[config.mk]
export PLATFORM = sky130hd
export DESIGN_NAME = dmaeng_channel
export DESIGN_NICKNAME = d
export VERILOG_FILES = /design/src/rtl/dmaeng_pkg.sv /design/src/rtl/dmaeng_regs.sv /design/src/rtl/dmaeng_check.sv /design/src/rtl/dmaeng_mover.sv /design/src/rtl/dmaeng_channel.sv
export SDC_FILE = /design/constraint.sdc
export NUM_CORES = 1
export LEC_CHECK = 0
export CORE_MARGIN = 2
export CORE_UTILIZATION = 60
export DETAILED_ROUTE_END_ITERATION = 12
export MAX_ROUTING_LAYER = met4
export PLACE_DENSITY = 0.84
export SLEW_MARGIN = 5
export SYNTH_ARGS = -nofsm -noshare
export SYNTH_HDL_FRONTEND = slang
export SYNTH_SLANG_ARGS = --single-unit
[constraint.sdc]
create_clock -name clk -period 10.75 [get_ports clk]
set_clock_uncertainty 0.1 [all_clocks]
set_input_delay 2.15 -clock clk [delete_from_list [all_inputs] [get_ports clk]]
set_output_delay 2.15 -clock clk [all_outputs]
set_load 0.01 [all_outputs]
[src/rtl/dmaeng_pkg.sv]
package dmaeng_pkg;

   typedef enum logic [3:0] {
      RG_SRC    = 4'd0,
      RG_DST    = 4'd1,
      RG_OFS    = 4'd2,
      RG_SIZE   = 4'd3,
      RG_NBYTES = 4'd4,
      RG_SADJ   = 4'd5,
      RG_DADJ   = 4'd6,
      RG_ITER   = 4'd7,
      RG_CTRL   = 4'd8,
      RG_STAT   = 4'd9
   } reg_idx_e;

   typedef enum logic [1:0] {
      MV_IDLE,
      MV_READ,
      MV_WRITE,
      MV_FINISH
   } mv_state_e;

   typedef struct packed {
      logic cnt_bad;
      logic dst_misal;
      logic src_misal;
   } cfg_err_t;

   function automatic logic [3:0] size_bytes(input logic [1:0] lg);
      return 4'd1 << lg;
   endfunction

endpackage

[src/rtl/dmaeng_regs.sv]
module dmaeng_regs
   import dmaeng_pkg::*;
#(
   parameter int ADDR_W   = 32,
   parameter int CNT_W    = 12,
   parameter int NB_W     = 16,
   parameter bit HALF_IRQ = 1'b1
) (
   input  logic                     clk,
   input  logic                     rst_n,
   input  logic                     cfg_we,
   input  logic [3:0]               cfg_addr,
   input  logic [31:0]              cfg_wdata,
   input  logic                     major_ev,
   input  logic                     half_ev,
   input  cfg_err_t                 err_ev,
   output logic signed [15:0]       soff,
   output logic signed [15:0]       doff,
   output logic [1:0]               ssize_l,
   output logic [1:0]               dsize_l,
   output logic [NB_W-1:0]          nbytes,
   output logic [ADDR_W-1:0]        sadj,
   output logic [ADDR_W-1:0]        dadj,
   output logic [CNT_W-1:0]         biter,
   output logic                     req_en,
   output logic                     src_ld,
   output logic                     dst_ld,
   output logic                     iter_ld,
   output logic                     done,
   output logic                     irq,
   output cfg_err_t                 errs,
   output logic                     err_pulse
)/* register file */;

   logic       imaj_q, ihalf_q, half_hit;
   logic [4:0] clr;
   logic       unused_wdata;

   assign unused_wdata = ^cfg_wdata;

   assign src_ld  = cfg_we && (cfg_addr == 4'(RG_SRC));
   assign dst_ld  = cfg_we && (cfg_addr == 4'(RG_DST));
   assign iter_ld = cfg_we && (cfg_addr == 4'(RG_ITER));
   assign clr     = (cfg_we && (cfg_addr == 4'(RG_STAT))) ? cfg_wdata[4:0] : 5'd0;

   generate
      if (HALF_IRQ) begin : g_half
         assign half_hit = half_ev & ihalf_q;
      end else begin : g_nohalf
         logic unused_half;
         assign unused_half = half_ev ^ ihalf_q;
         assign half_hit    = 1'b0;
      end
   endgenerate

   always_ff @(posedge clk) begin
      if (!rst_n) begin
         soff    <= '0;
         doff    <= '0;
         ssize_l <= '0;
         dsize_l <= '0;
         nbytes  <= '0;
         sadj    <= '0;
         dadj    <= '0;
         biter   <= '0;
         req_en  <= 1'b0;
         imaj_q  <= 1'b0;
         ihalf_q <= 1'b0;
      end else if (cfg_we) begin
         case (cfg_addr)
            4'(RG_OFS): begin
               soff <= cfg_wdata[15:0];
               doff <= cfg_wdata[31:16];
            end
            4'(RG_SIZE): begin
               ssize_l <= cfg_wdata[1:0];
               dsize_l <= cfg_wdata[5:4];
            end
            4'(RG_NBYTES): nbytes <= cfg_wdata[NB_W-1:0];
            4'(RG_SADJ):   sadj   <= cfg_wdata[ADDR_W-1:0];
            4'(RG_DADJ):   dadj   <= cfg_wdata[ADDR_W-1:0];
            4'(RG_ITER):   biter  <= cfg_wdata[CNT_W-1:0];
            4'(RG_CTRL): begin
               req_en  <= cfg_wdata[0];
               imaj_q  <= cfg_wdata[1];
               ihalf_q <= cfg_wdata[2];
            end
            default: ;
         endcase
      end
   end

   always_ff @(posedge clk) begin
      if (!rst_n) begin
         done      <= 1'b0;
         irq       <= 1'b0;
         errs      <= '0;
         err_pulse <= 1'b0;
      end else begin
         done           <= (done & ~clr[0]) | major_ev;
         irq            <= (irq & ~clr[1]) | (major_ev & imaj_q) | half_hit;
         errs.src_misal <= (errs.src_misal & ~clr[2]) | err_ev.src_misal;
         errs.dst_misal <= (errs.dst_misal & ~clr[3]) | err_ev.dst_misal;
         errs.cnt_bad   <= (errs.cnt_bad   & ~clr[4]) | err_ev.cnt_bad;
         err_pulse      <= |err_ev;
      end
   end

   AST_DONE_ON_WRAP: assert property (@(posedge clk) disable iff (!rst_n)
      major_ev |=> done) else $error("done not set");

   AST_ERR_PULSE: assert property (@(posedge clk) disable iff (!rst_n)
      (|err_ev) |=> (err_pulse && (errs != '0))) else $error("error not flagged");

endmodule

[src/rtl/dmaeng_check.sv]
module dmaeng_check
   import dmaeng_pkg::*;
#(
   parameter int ADDR_W = 32,
   parameter int NB_W   = 16
) (
   input  logic [ADDR_W-1:0] saddr,
   input  logic [ADDR_W-1:0] daddr,
   input  logic [1:0]        ssize_l,
   input  logic [1:0]        dsize_l,
   input  logic [NB_W-1:0]   nbytes,
   output cfg_err_t          chk
);

   logic [2:0] smask, dmask, wmask;
   logic [1:0] wide_l;
   logic       unused_hi;

   assign unused_hi = ^{saddr[ADDR_W-1:3], daddr[ADDR_W-1:3]};
   assign wide_l    = (ssize_l > dsize_l) ? ssize_l : dsize_l;
   assign smask     = 3'(size_bytes(ssize_l) - 4'd1);
   assign dmask     = 3'(size_bytes(dsize_l) - 4'd1);
   assign wmask     = 3'(size_bytes(wide_l) - 4'd1);

   assign chk.src_misal = |(saddr[2:0] & smask);
   assign chk.dst_misal = |(daddr[2:0] & dmask);
   assign chk.cnt_bad   = (nbytes == '0) || (|(nbytes[2:0] & wmask));

endmodule

[src/rtl/dmaeng_mover.sv]
module dmaeng_mover
   import dmaeng_pkg::*;
#(
   parameter int ADDR_W = 32,
   parameter int CNT_W  = 12,
   parameter int NB_W   = 16
) (
   input  logic                 clk,
   input  logic                 rst_n,
   input  logic                 periph_req,
   input  logic                 req_en,
   input  logic                 err_block,
   input  cfg_err_t             chk,
   input  logic signed [15:0]   soff,
   input  logic signed [15:0]   doff,
   input  logic [1:0]           ssize_l,
   input  logic [1:0]           dsize_l,
   input  logic [NB_W-1:0]      nbytes,
   input  logic [ADDR_W-1:0]    sadj,
   input  logic [ADDR_W-1:0]    dadj,
   input  logic [CNT_W-1:0]     biter,
   input  logic                 src_ld,
   input  logic                 dst_ld,
   input  logic                 iter_ld,
   input  logic [31:0]          ld_data,
   output logic [ADDR_W-1:0]    saddr,
   output logic [ADDR_W-1:0]    daddr,
   output logic [CNT_W-1:0]     citer,
   output logic                 busy,
   output logic                 major_ev,
   output logic                 half_ev,
   output cfg_err_t             err_ev,
   output logic                 mem_req,
   output logic                 mem_we,
   output logic [ADDR_W-1:0]    mem_addr,
   output logic [1:0]           mem_size,
   output logic [63:0]          mem_wdata,
   input  logic [63:0]          mem_rdata,
   input  logic                 mem_ack
);

   mv_state_e   state_q;
   logic        pend_q, take, start, last_iter;
   logic [3:0]  fill_q, drain_q, ssz, dsz, chunk, fill_nxt, drain_nxt;
   logic [1:0]  wide_l;
   logic [NB_W-1:0] left_q;
   logic [63:0] stage_q, rmask;
   logic [ADDR_W-1:0] soff_x, doff_x;
   logic [CNT_W-1:0]  citer_dec;
   logic        unused_ld;

   assign unused_ld = ^ld_data;
   assign wide_l    = (ssize_l > dsize_l) ? ssize_l : dsize_l;
   assign ssz       = size_bytes(ssize_l);
   assign dsz       = size_bytes(dsize_l);
   assign chunk     = size_bytes(wide_l);
   assign fill_nxt  = fill_q + ssz;
   assign drain_nxt = drain_q + dsz;
   assign soff_x    = {{(ADDR_W-16){soff[15]}}, soff};
   assign doff_x    = {{(ADDR_W-16){doff[15]}}, doff};
   assign rmask     = ~(64'hFFFF_FFFF_FFFF_FFFF << {ssz, 3'b000});
   assign citer_dec = citer - CNT_W'(1);
   assign last_iter = (citer <= CNT_W'(1));

   // a request is taken in idle only; it either starts a loop or reports errors
   assign take  = (state_q == MV_IDLE) && (periph_req || pend_q) && req_en && !err_block;
   assign start = take && (chk == '0);
   assign err_ev = take ? chk : '0;

   assign busy      = (state_q != MV_IDLE);
   assign mem_req   = (state_q == MV_READ) || (state_q == MV_WRITE);
   assign mem_we    = (state_q == MV_WRITE);
   assign mem_addr  = mem_we ? daddr : saddr;
   assign mem_size  = mem_we ? dsize_l : ssize_l;
   assign mem_wdata = stage_q >> {drain_q, 3'b000};
   assign major_ev  = (state_q == MV_FINISH) && last_iter;
   assign half_ev   = (state_q == MV_FINISH) && (citer_dec == (biter >> 1));

   always_ff @(posedge clk) begin
      if (!rst_n) begin
         pend_q <= 1'b0;
      end else begin
         pend_q <= (pend_q && !take) ||
                   (periph_req && req_en && !err_block && !(take && !pend_q));
      end
   end

   always_ff @(posedge clk) begin
      if (!rst_n) begin
         state_q <= MV_IDLE;
         saddr   <= '0;
         daddr   <= '0;
         citer   <= '0;
         fill_q  <= '0;
         drain_q <= '0;
         left_q  <= '0;
         stage_q <= '0;
      end else begin
         case (state_q)
            MV_IDLE: begin
               if (start) begin
                  state_q <= MV_READ;
                  left_q  <= nbytes;
                  fill_q  <= '0;
                  stage_q <= '0;
               end
            end
            MV_READ: begin
               if (mem_ack) begin
                  stage_q <= stage_q | ((mem_rdata & rmask) << {fill_q, 3'b000});
                  saddr   <= saddr + soff_x;
                  if (fill_nxt == chunk) begin
                     state_q <= MV_WRITE;
                     drain_q <= '0;
                  end else begin
                     fill_q <= fill_nxt;
                  end
               end
            end
            MV_WRITE: begin
               if (mem_ack) begin
                  daddr   <= daddr + doff_x;
                  drain_q <= drain_nxt;
                  if (drain_nxt == chunk) begin
                     if (left_q == NB_W'(chunk)) begin
                        state_q <= MV_FINISH;
                     end else begin
                        state_q <= MV_READ;
                        left_q  <= left_q - NB_W'(chunk);
                        fill_q  <= '0;
                        stage_q <= '0;
                     end
                  end
               end
            end
            default: begin
               state_q <= MV_IDLE;
               if (last_iter) begin
                  citer <= biter;
                  saddr <= saddr + sadj;
                  daddr <= daddr + dadj;
               end else begin
                  citer <= citer_dec;
               end
            end
         endcase
         if (src_ld)  saddr <= ld_data[ADDR_W-1:0];
         if (dst_ld)  daddr <= ld_data[ADDR_W-1:0];
         if (iter_ld) citer <= ld_data[CNT_W-1:0];
      end
   end

   AST_ERQ_GATE: assert property (@(posedge clk) disable iff (!rst_n)
      (state_q == MV_IDLE && !req_en && !pend_q) |=> (state_q == MV_IDLE))
      else $error("start without enable");

   AST_ERR_BLOCK: assert property (@(posedge clk) disable iff (!rst_n)
      (state_q == MV_IDLE && err_block) |=> (state_q == MV_IDLE))
      else $error("start while errored");

   AST_ITER_STEP: assert property (@(posedge clk) disable iff (!rst_n)
      (state_q == MV_FINISH && !last_iter && !iter_ld) |=> (citer == $past(citer) - CNT_W'(1)))
      else $error("count step wrong");

   AST_ITER_BOUND: assert property (@(posedge clk) disable iff (!rst_n)
      citer <= biter) else $error("count above start");

   AST_FILL_BOUND: assert property (@(posedge clk) disable iff (!rst_n)
      (state_q == MV_READ) |-> (fill_q < chunk)) else $error("staging overrun");

endmodule

[src/rtl/dmaeng_channel.sv]
module dmaeng_channel
   import dmaeng_pkg::*;
#(
   parameter int ADDR_W   = 32,
   parameter int CNT_W    = 12,
   parameter int NB_W     = 16,
   parameter bit HALF_IRQ = 1'b1
) (
   input  logic              clk,
   input  logic              rst_n,
   input  logic              cfg_we,
   input  logic [3:0]        cfg_addr,
   input  logic [31:0]       cfg_wdata,
   input  logic              periph_req,
   output logic              mem_req,
   output logic              mem_we,
   output logic [ADDR_W-1:0] mem_addr,
   output logic [1:0]        mem_size,
   output logic [63:0]       mem_wdata,
   input  logic [63:0]       mem_rdata,
   input  logic              mem_ack,
   output logic              busy_o,
   output logic [CNT_W-1:0]  cur_iter_o,
   output logic              done_o,
   output logic              irq_o,
   output logic [2:0]        err_flags_o,
   output logic              err_o
);

   initial begin
      assert (ADDR_W >= 17 && ADDR_W <= 32) else $error("ADDR_W out of range");
      assert (CNT_W >= 2 && CNT_W <= 16) else $error("CNT_W out of range");
      assert (NB_W >= 4 && NB_W <= 32) else $error("NB_W out of range");
   end

   logic signed [15:0] soff, doff;
   logic [1:0]         ssize_l, dsize_l;
   logic [NB_W-1:0]    nbytes;
   logic [ADDR_W-1:0]  sadj, dadj, saddr, daddr;
   logic [CNT_W-1:0]   biter;
   logic               req_en, src_ld, dst_ld, iter_ld, major_ev, half_ev;
   cfg_err_t           err_ev, errs, chk;

   dmaeng_regs #(.ADDR_W(ADDR_W), .CNT_W(CNT_W), .NB_W(NB_W), .HALF_IRQ(HALF_IRQ)) u_regs (
      .clk(clk), .rst_n(rst_n), .cfg_we(cfg_we), .cfg_addr(cfg_addr), .cfg_wdata(cfg_wdata),
      .major_ev(major_ev), .half_ev(half_ev), .err_ev(err_ev),
      .soff(soff), .doff(doff), .ssize_l(ssize_l), .dsize_l(dsize_l), .nbytes(nbytes),
      .sadj(sadj), .dadj(dadj), .biter(biter), .req_en(req_en),
      .src_ld(src_ld), .dst_ld(dst_ld), .iter_ld(iter_ld),
      .done(done_o), .irq(irq_o), .errs(errs), .err_pulse(err_o)
   );

   dmaeng_check #(.ADDR_W(ADDR_W), .NB_W(NB_W)) u_check (
      .saddr(saddr), .daddr(daddr), .ssize_l(ssize_l), .dsize_l(dsize_l),
      .nbytes(nbytes), .chk(chk)
   );

   dmaeng_mover #(.ADDR_W(ADDR_W), .CNT_W(CNT_W), .NB_W(NB_W)) u_mover (
      .clk(clk), .rst_n(rst_n), .periph_req(periph_req), .req_en(req_en),
      .err_block(errs != '0), .chk(chk), .soff(soff), .doff(doff),
      .ssize_l(ssize_l), .dsize_l(dsize_l), .nbytes(nbytes), .sadj(sadj), .dadj(dadj),
      .biter(biter), .src_ld(src_ld), .dst_ld(dst_ld), .iter_ld(iter_ld), .ld_data(cfg_wdata),
      .saddr(saddr), .daddr(daddr), .citer(cur_iter_o), .busy(busy_o),
      .major_ev(major_ev), .half_ev(half_ev), .err_ev(err_ev),
      .mem_req(mem_req), .mem_we(mem_we), .mem_addr(mem_addr), .mem_size(mem_size),
      .mem_wdata(mem_wdata), .mem_rdata(mem_rdata), .mem_ack(mem_ack)
   );

   assign err_flags_o = {errs.cnt_bad, errs.dst_misal, errs.src_misal};

endmodule

* Yosys cells after proc, flatten, opt, wreduce, memory -nomap -nowiden *
Index checks and enable logic that the tools add are counted.

storage, ports and cells
  flip-flop bits (word level) = 304

operators by class
  add/sub/neg operators = 11
  order comparisons = 2
  eq/ne operators = 28
  shift operators = 6
  multiplexer cells = 45
  bitwise operators = 24
  reduce and logical (&&, ||, !) cells = 55

operators with widths
  kind                                                                 number
  64-bit two-way mux                                                   5
  32-bit two-way mux                                                   7
  64-bit case mux with 3 select lines                                  1
  32-bit adder                                                         4
  32-bit case mux with 2 select lines                                  2
  64-bit AND                                                           1
  16-bit two-way mux                                                   4
  64-bit NOT                                                           1
  64-bit bitwise OR                                                    1
  64-bit by 7-bit << shifter with 64-bit output                        1
  64-bit by 7-bit << shifter with 64-bit output, first input constant  1
  64-bit by 7-bit right shift with 64-bit output                       1
  12-bit two-way mux                                                   3
  4-bit two-way mux                                                    9
  16-bit case mux with 2 select lines                                  1
  16-bit by 4-bit == test with 1-bit output                            1
  4-bit by 3-bit == test with 1-bit output, second input constant      4
  16-bit logical NOT                                                   1
  2-bit two-way mux                                                    8
  16-bit by 4-bit subtractor with 16-bit output                        1
  1-bit logical AND                                                    15
  3-bit OR reduction                                                   5
  2-bit AND reduction                                                  7
  12-bit by 11-bit == test with 1-bit output                           1
  37 further kinds                                                     86

* Depth between registers and ports, before layout *
  depth after elaboration = 11
  gate-level depth with buffers = 18

* Modules after synthesis *
Synthesis repeated with hierarchy kept, for this count alone.

second synthesis, totals
  cell total of the unflattened synthesis = 2600
  area, all modules = 20758.7 µm²

by module, submodules not included
  module          times used  cells each  area an instance (µm²)  seq. area each (µm²)
  dmaeng_mover    1           2073        15523.6                 3343.2
  dmaeng_regs     1           498         5041.1                  2742.6
  dmaeng_check    1           28          187.7                   0.0
  dmaeng_channel  1           1           6.3                     0.0

* Worst setup path after synthesis *
OpenSTA, ideal clock, no wires.

  kind = reg-to-reg
  from = reg u_mover.state_q[0]
  to = reg u_mover.daddr[30]
  library setup time = 0.070 ns
  data arrival time = 4.417 ns
  path slack = 6.163 ns
  cell stages (with the launch flop) = 18
  buffers on the path = 4
  period minus slack after synthesis = 4.587 ns
  cells stage by stage = dfxtp_1 > inv_1 > ha_1 > clkbuf_1 > clkbuf_1 > clkbuf_1 > buf_1 > mux2_2 > ha_1 > fa_1 > a211oi_1 > o21ba_2 > a211oi_1 > o211ai_1 > a21o_1 > a21boi_0 > or4_1 > a21oi_1

RTL lines
  what                                                                        RTL line              source
  start: declaration                                                          dmaeng_mover.sv:42    mv_state_e state_q;
  start signal: assignment                                                    dmaeng_mover.sv:90    state_q <= MV_IDLE;
  start signal: assignment                                                    dmaeng_mover.sv:102   state_q <= MV_READ;
  start signal: assignment                                                    dmaeng_mover.sv:113   state_q <= MV_WRITE;
  2-bit == test *                                                             n/a
  via mem_we                                                                  dmaeng_channel.sv:16  output logic mem_we,
  3-bit != test (no line) (tied with other cells)                             n/a
  3-bit AND reduction (no line) / 32-bit two-way mux (equally long branches)  n/a
  end signal: assignment                                                      dmaeng_mover.sv:122   daddr <= daddr + doff_x;
  end signal: assignment                                                      dmaeng_mover.sv:141   daddr <= daddr + dadj;
  end signal: assignment                                                      dmaeng_mover.sv:148   if (dst_ld) daddr <= ld_data[ADDR_W-1:0];
  end: declaration                                                            dmaeng_mover.sv:27    output logic [ADDR_W-1:0] daddr,

Mark *: on every way through the listed nets, which the timed path passes. The rest lies on a longest branch.
A chain may end at the register's enable or synchronous reset.

* Worst setup path after layout *
  from = reg u_mover.drain_q[2]
  to = out mem_wdata[30]

on the way
  longest elaborated chain between the ends = 1

ends and longest elaborated chain
  what                                            RTL line              source
  start: declaration                              dmaeng_mover.sv:44    logic [3:0] fill_q, drain_q, ssz, dsz, chunk, fill_nxt, drain_nxt;
  start signal: assignment                        dmaeng_mover.sv:123   drain_q <= drain_nxt;
  64-bit by 7-bit right shift with 64-bit output  dmaeng_mover.sv:75    assign mem_wdata = stage_q >> {drain_q, 3'b000};
  end: declaration                                dmaeng_channel.sv:19  output logic [63:0] mem_wdata,

Every way passes these cells.

==> results.toml <==
[status]
outcome = "complete, no violations"

[floorplan]
io_count = 224
initial_core_util = 0.606
design.die.area_um2 = 36100
die_h_um = 190
fp.dieW_um = 190
core.rowCount = 68
floorplan_core_area_um2 = 34300

[timing]
timing.final.hold_violations = 0
final_min_period_over_clock_period = 0.568
max_freq_mhz = 164
timing.final.setup_violations = 0
final.min_clock_period_ps = 6110
slew_limit_fails = 0
tns_ps = 0
slew_headroom = 0.0810
fin_worst_hold_slack_ps = 352
grt_setup_unrepaired = "false"
worst-slew-pin-transition_ps = 1370

[logic_synthesis]
number_of_enable_type_register_cells_in_the_synthesized_netlist = 0
synth_largest_type_area_fraction = 0.293
synth.yosys.warnings = 0
ys_seq_area_frac = 0.293
asyncSetResetFlopFracSynth = 0
yosysTopAreaCell = "dfxtp_1"
syn-mean-instance-area_um2 = 7.68
yosys-top-cells-area = "dfxtp_1 (29%), nand2_1 (8.5%), a21oi_1 (6.8%)"
synth_nets = 2897
yosys.cell_types.count = 77
synth_area_um2 = 20800
post_synth_inst_count = 2706
synthFlopType = "dfxtp_1"
register_bit_total_from_synthesis = 304

[setup_path]
setup.worst_path.start_class = "flop"
crit-reg2reg-launch = "u_regs.ssize_l[1]"
critPathBufInv = 2
timing.rr.end = "u_mover.stage_q[53]"
critical-path-max-stage-delay_ps = 1170
worst-endpoint-arrival_ps = 3860
critical_path.cell_chain = "inv_1, nor4_1, a22o_1, clkdlybuf4s50_1"
worst-path-max-fanout = 20
required_ps = 8500
critical-path-slowest-cell = "nor4_1"
rrSetupSlack_ps = 5350
timing.critical_path.max_delay_family = "simple AND/OR/NAND/NOR gates"
worstRegToRegCells = 14
worstSetupEndpointType = "primary output"
worstSetupPathType = "flop to primary output"

[min_path]
timing.hold.worst_endpoint = "u_regs.dadj[31]"
hold_start = "u_regs.dadj[31]"
hold_depth = 2
hold_path_class = "flop to flop"

[placed_design]
place.port_buffers = 223
detailed_place_hpwl_mm = 49.5
routabilityCongestion = 0.989

[route]
drt_first_iter_violations = 2021
drtAntennaViolNets = 0
post-route-drc-count = 0
routedWlPerCell_um = 21.3
number_of_vias_after_detailed_routing = 21400
drt-pass1-iter-count = 6
via_per_inst = 6.52
wl_mm = 69.8

[clock_tree]
cts-hold-fix-buffers = 0
worst_skew_pair.late_latency_ps = 550
tritoncts.num_buffers = 36
cts_max_path_buffers = 3
cts_repair_resize_count = 0
cts_htree_levels = 2
clkSlewWorstSetupHoldPaths_ps = 60
cts_setup_buffers = 0
cts.root.buffer_cell = "clkbuf_16"
clock_sinks = 304
cts_tree = "built"

[layout]
post_route_cells_drive_above_1_share = 0.0871
mostFrequentLayoutCell = "nand2_1"
final_cell_mix = "nand2_1 (471), dfxtp_1 (301), a21oi_1 (284)"
areaGrowthSynthToFinish_pct = 17.1
num-fill-cells = 2775
final_nets = 2989

[power]
netSwitchingFraction = 0.348
power_report.internal_total_mw = 2.39
irDropWorstVdd_v = 0.000134
combinationalPowerShare = 0.301
fraction_of_power_consumed_by_sequential_logic = 0.347
powerDensity_nw_per_um2 = 150
p_clk_frac = 0.352
power.leakage_nw = 8.98
switchingPower_mw = 1.27

[global_route]
gr-max-usage-layer = "met2"
grt_first_pass_wirelength_mm = 109
pin_count_of_the_biggest_net_entering_global_routing = 118
grt_antenna_before_repair = 1
grt_pass1_vias = 20100
global_route.usage.total = 0.387
use_met3 = 0.0566
met1_routing_resource_usage_after_global_routing = 0.490
grt.met2_usage = 0.617
grt_remaining_overflow = 0

[job]
maxCapViolations = 0
layout make-up:
type,count,area [µm²],share of cell area
Sequential cell,304,6090,0.250
Clock buffer,48,996,0.0409
Multi-Input combinational cell,2130,13700,0.563
Clock inverter,16,244,0.0100
Tap cell,455,569,0.0234
Timing Repair Buffer,251,2440,0.100
Inverter,75,287,0.0118
Antenna cell,1,2.50,0.000103
worst max-delay path by stage:
stage / start / end / slack (ps) / cells after the start
floorplan: u_mover.state_q[0] / u_mover.daddr[30] / 6160 / 17
global placement: periph_req / u_mover.stage_q[50] / 5220 / 8
detailed placement: periph_req / u_mover.stage_q[53] / 5140 / 8
CTS: u_mover.drain_q[2] / mem_wdata[30] / 4710 / 4
global route: u_mover.drain_q[2] / mem_wdata[56] / 4440 / 5
finish: u_mover.drain_q[2] / mem_wdata[30] / 4640 / 4
cells by family (layout without fill, tap and decap cells):
kind of cell / count (synthesis) / count (layout) / share of synthesized area
adder cells (fa/ha/maj): 86 / 86 / 0.0536
AND/OR/NAND/NOR: 944 / 944 / 0.198
flip-flops: 304 / 304 / 0.293
AO/OA/AOI/OAI: 826 / 826 / 0.249
XOR/XNOR: 73 / 73 / 0.0308
multiplexers: 201 / 201 / 0.125
buffers and inverters: 272 / 390 / 0.0509
other: 0 / 1 / 0
state kept, by name, indices dropped and copies added, names as in the netlist, 12 cells and up:
| signal | flops |
|---|---|
| u_mover.citer | 12 |
| u_regs.biter | 12 |
| u_mover.stage_q | 64 |
| u_mover.saddr | 32 |
| u_regs.sadj | 32 |
| u_regs.nbytes | 16 |
| u_regs.doff | 16 |
| u_mover.left_q | 16 |
| u_regs.soff | 16 |
| u_mover.daddr | 32 |
| u_regs.dadj | 32 |
per-stage QoR:
stage	setup WS [ps]	cells	total power [mW]	utilization	instance area (µm²)
after floorplan	6160	2706	2.02	-	20800
after global placement	5220	3215	2.33	0.673	23100
after detailed placement	5140	3215	2.36	0.673	23100
after CTS	4710	3279	3.64	0.710	24300
after global routing	4440	3280	3.80	0.710	24300
final	4640	3280	3.66	0.710	24300
routing by layer:
metal | part of all wire | vias up
li1 | - | 9926
met1 | 0.40 | 10200
met2 | 0.46 | 1070
met3 | 0.092 | 218
met4 | 0.044 | 0
met5 | 0 | -
power groups by stage:
| stage | sequential [mW] | combinational (mW) | clock (mW) |
|---|---|---|---|
| detailed placement | 1.29 | 1.07 | 0 |
| finish | 1.27 | 1.10 | 1.29 |
| floorplan | 1.25 | 0.772 | 0 |
| global route | 1.28 | 1.18 | 1.34 |
| global placement | 1.29 | 1.04 | 0 |
| CTS | 1.27 | 1.08 | 1.29 |
worst reg2reg max path, stage by stage, from the launching register on:
cell and delay (ps):
dfxtp_1 310, buf_4 340, clkinv_1 480, ha_1 490, o21ba_2 250, nor3_1 410
o21ai_0 230, ha_1 420, nand3_1 140, nor3_1 80, nand3_1 170, nand3_1 180
nor2_4 1020, a21oi_1 460, o21a_1 220
Yosys cell counts, types with 13 or more instances:
| library cell | number |
|---|---|
| a211oi_1 | 25 |
| a21o_1 | 29 |
| a21oi_1 | 284 |
| a22o_1 | 44 |
| a22oi_1 | 16 |
| a311oi_1 | 22 |
| a31oi_1 | 57 |
| a41oi_1 | 23 |
| and2_1 | 32 |
| buf_1 | 13 |
| buf_2 | 17 |
| clkbuf_1 | 165 |
| dfxtp_1 | 304 |
| ha_1 | 81 |
| inv_1 | 72 |
| mux2_2 | 85 |
| mux2i_1 | 77 |
| mux4_2 | 39 |
| nand2_1 | 471 |
| nand3_1 | 36 |
| nor2_1 | 244 |
| nor2b_1 | 15 |
| nor3_1 | 43 |
| o211ai_1 | 19 |
| o21a_1 | 20 |
| o21ai_0 | 185 |
| o22ai_1 | 14 |
| or3_1 | 14 |
| xnor2_1 | 41 |
| xor2_1 | 32 |
No activity file was read; power rests on OpenSTA's default activity.
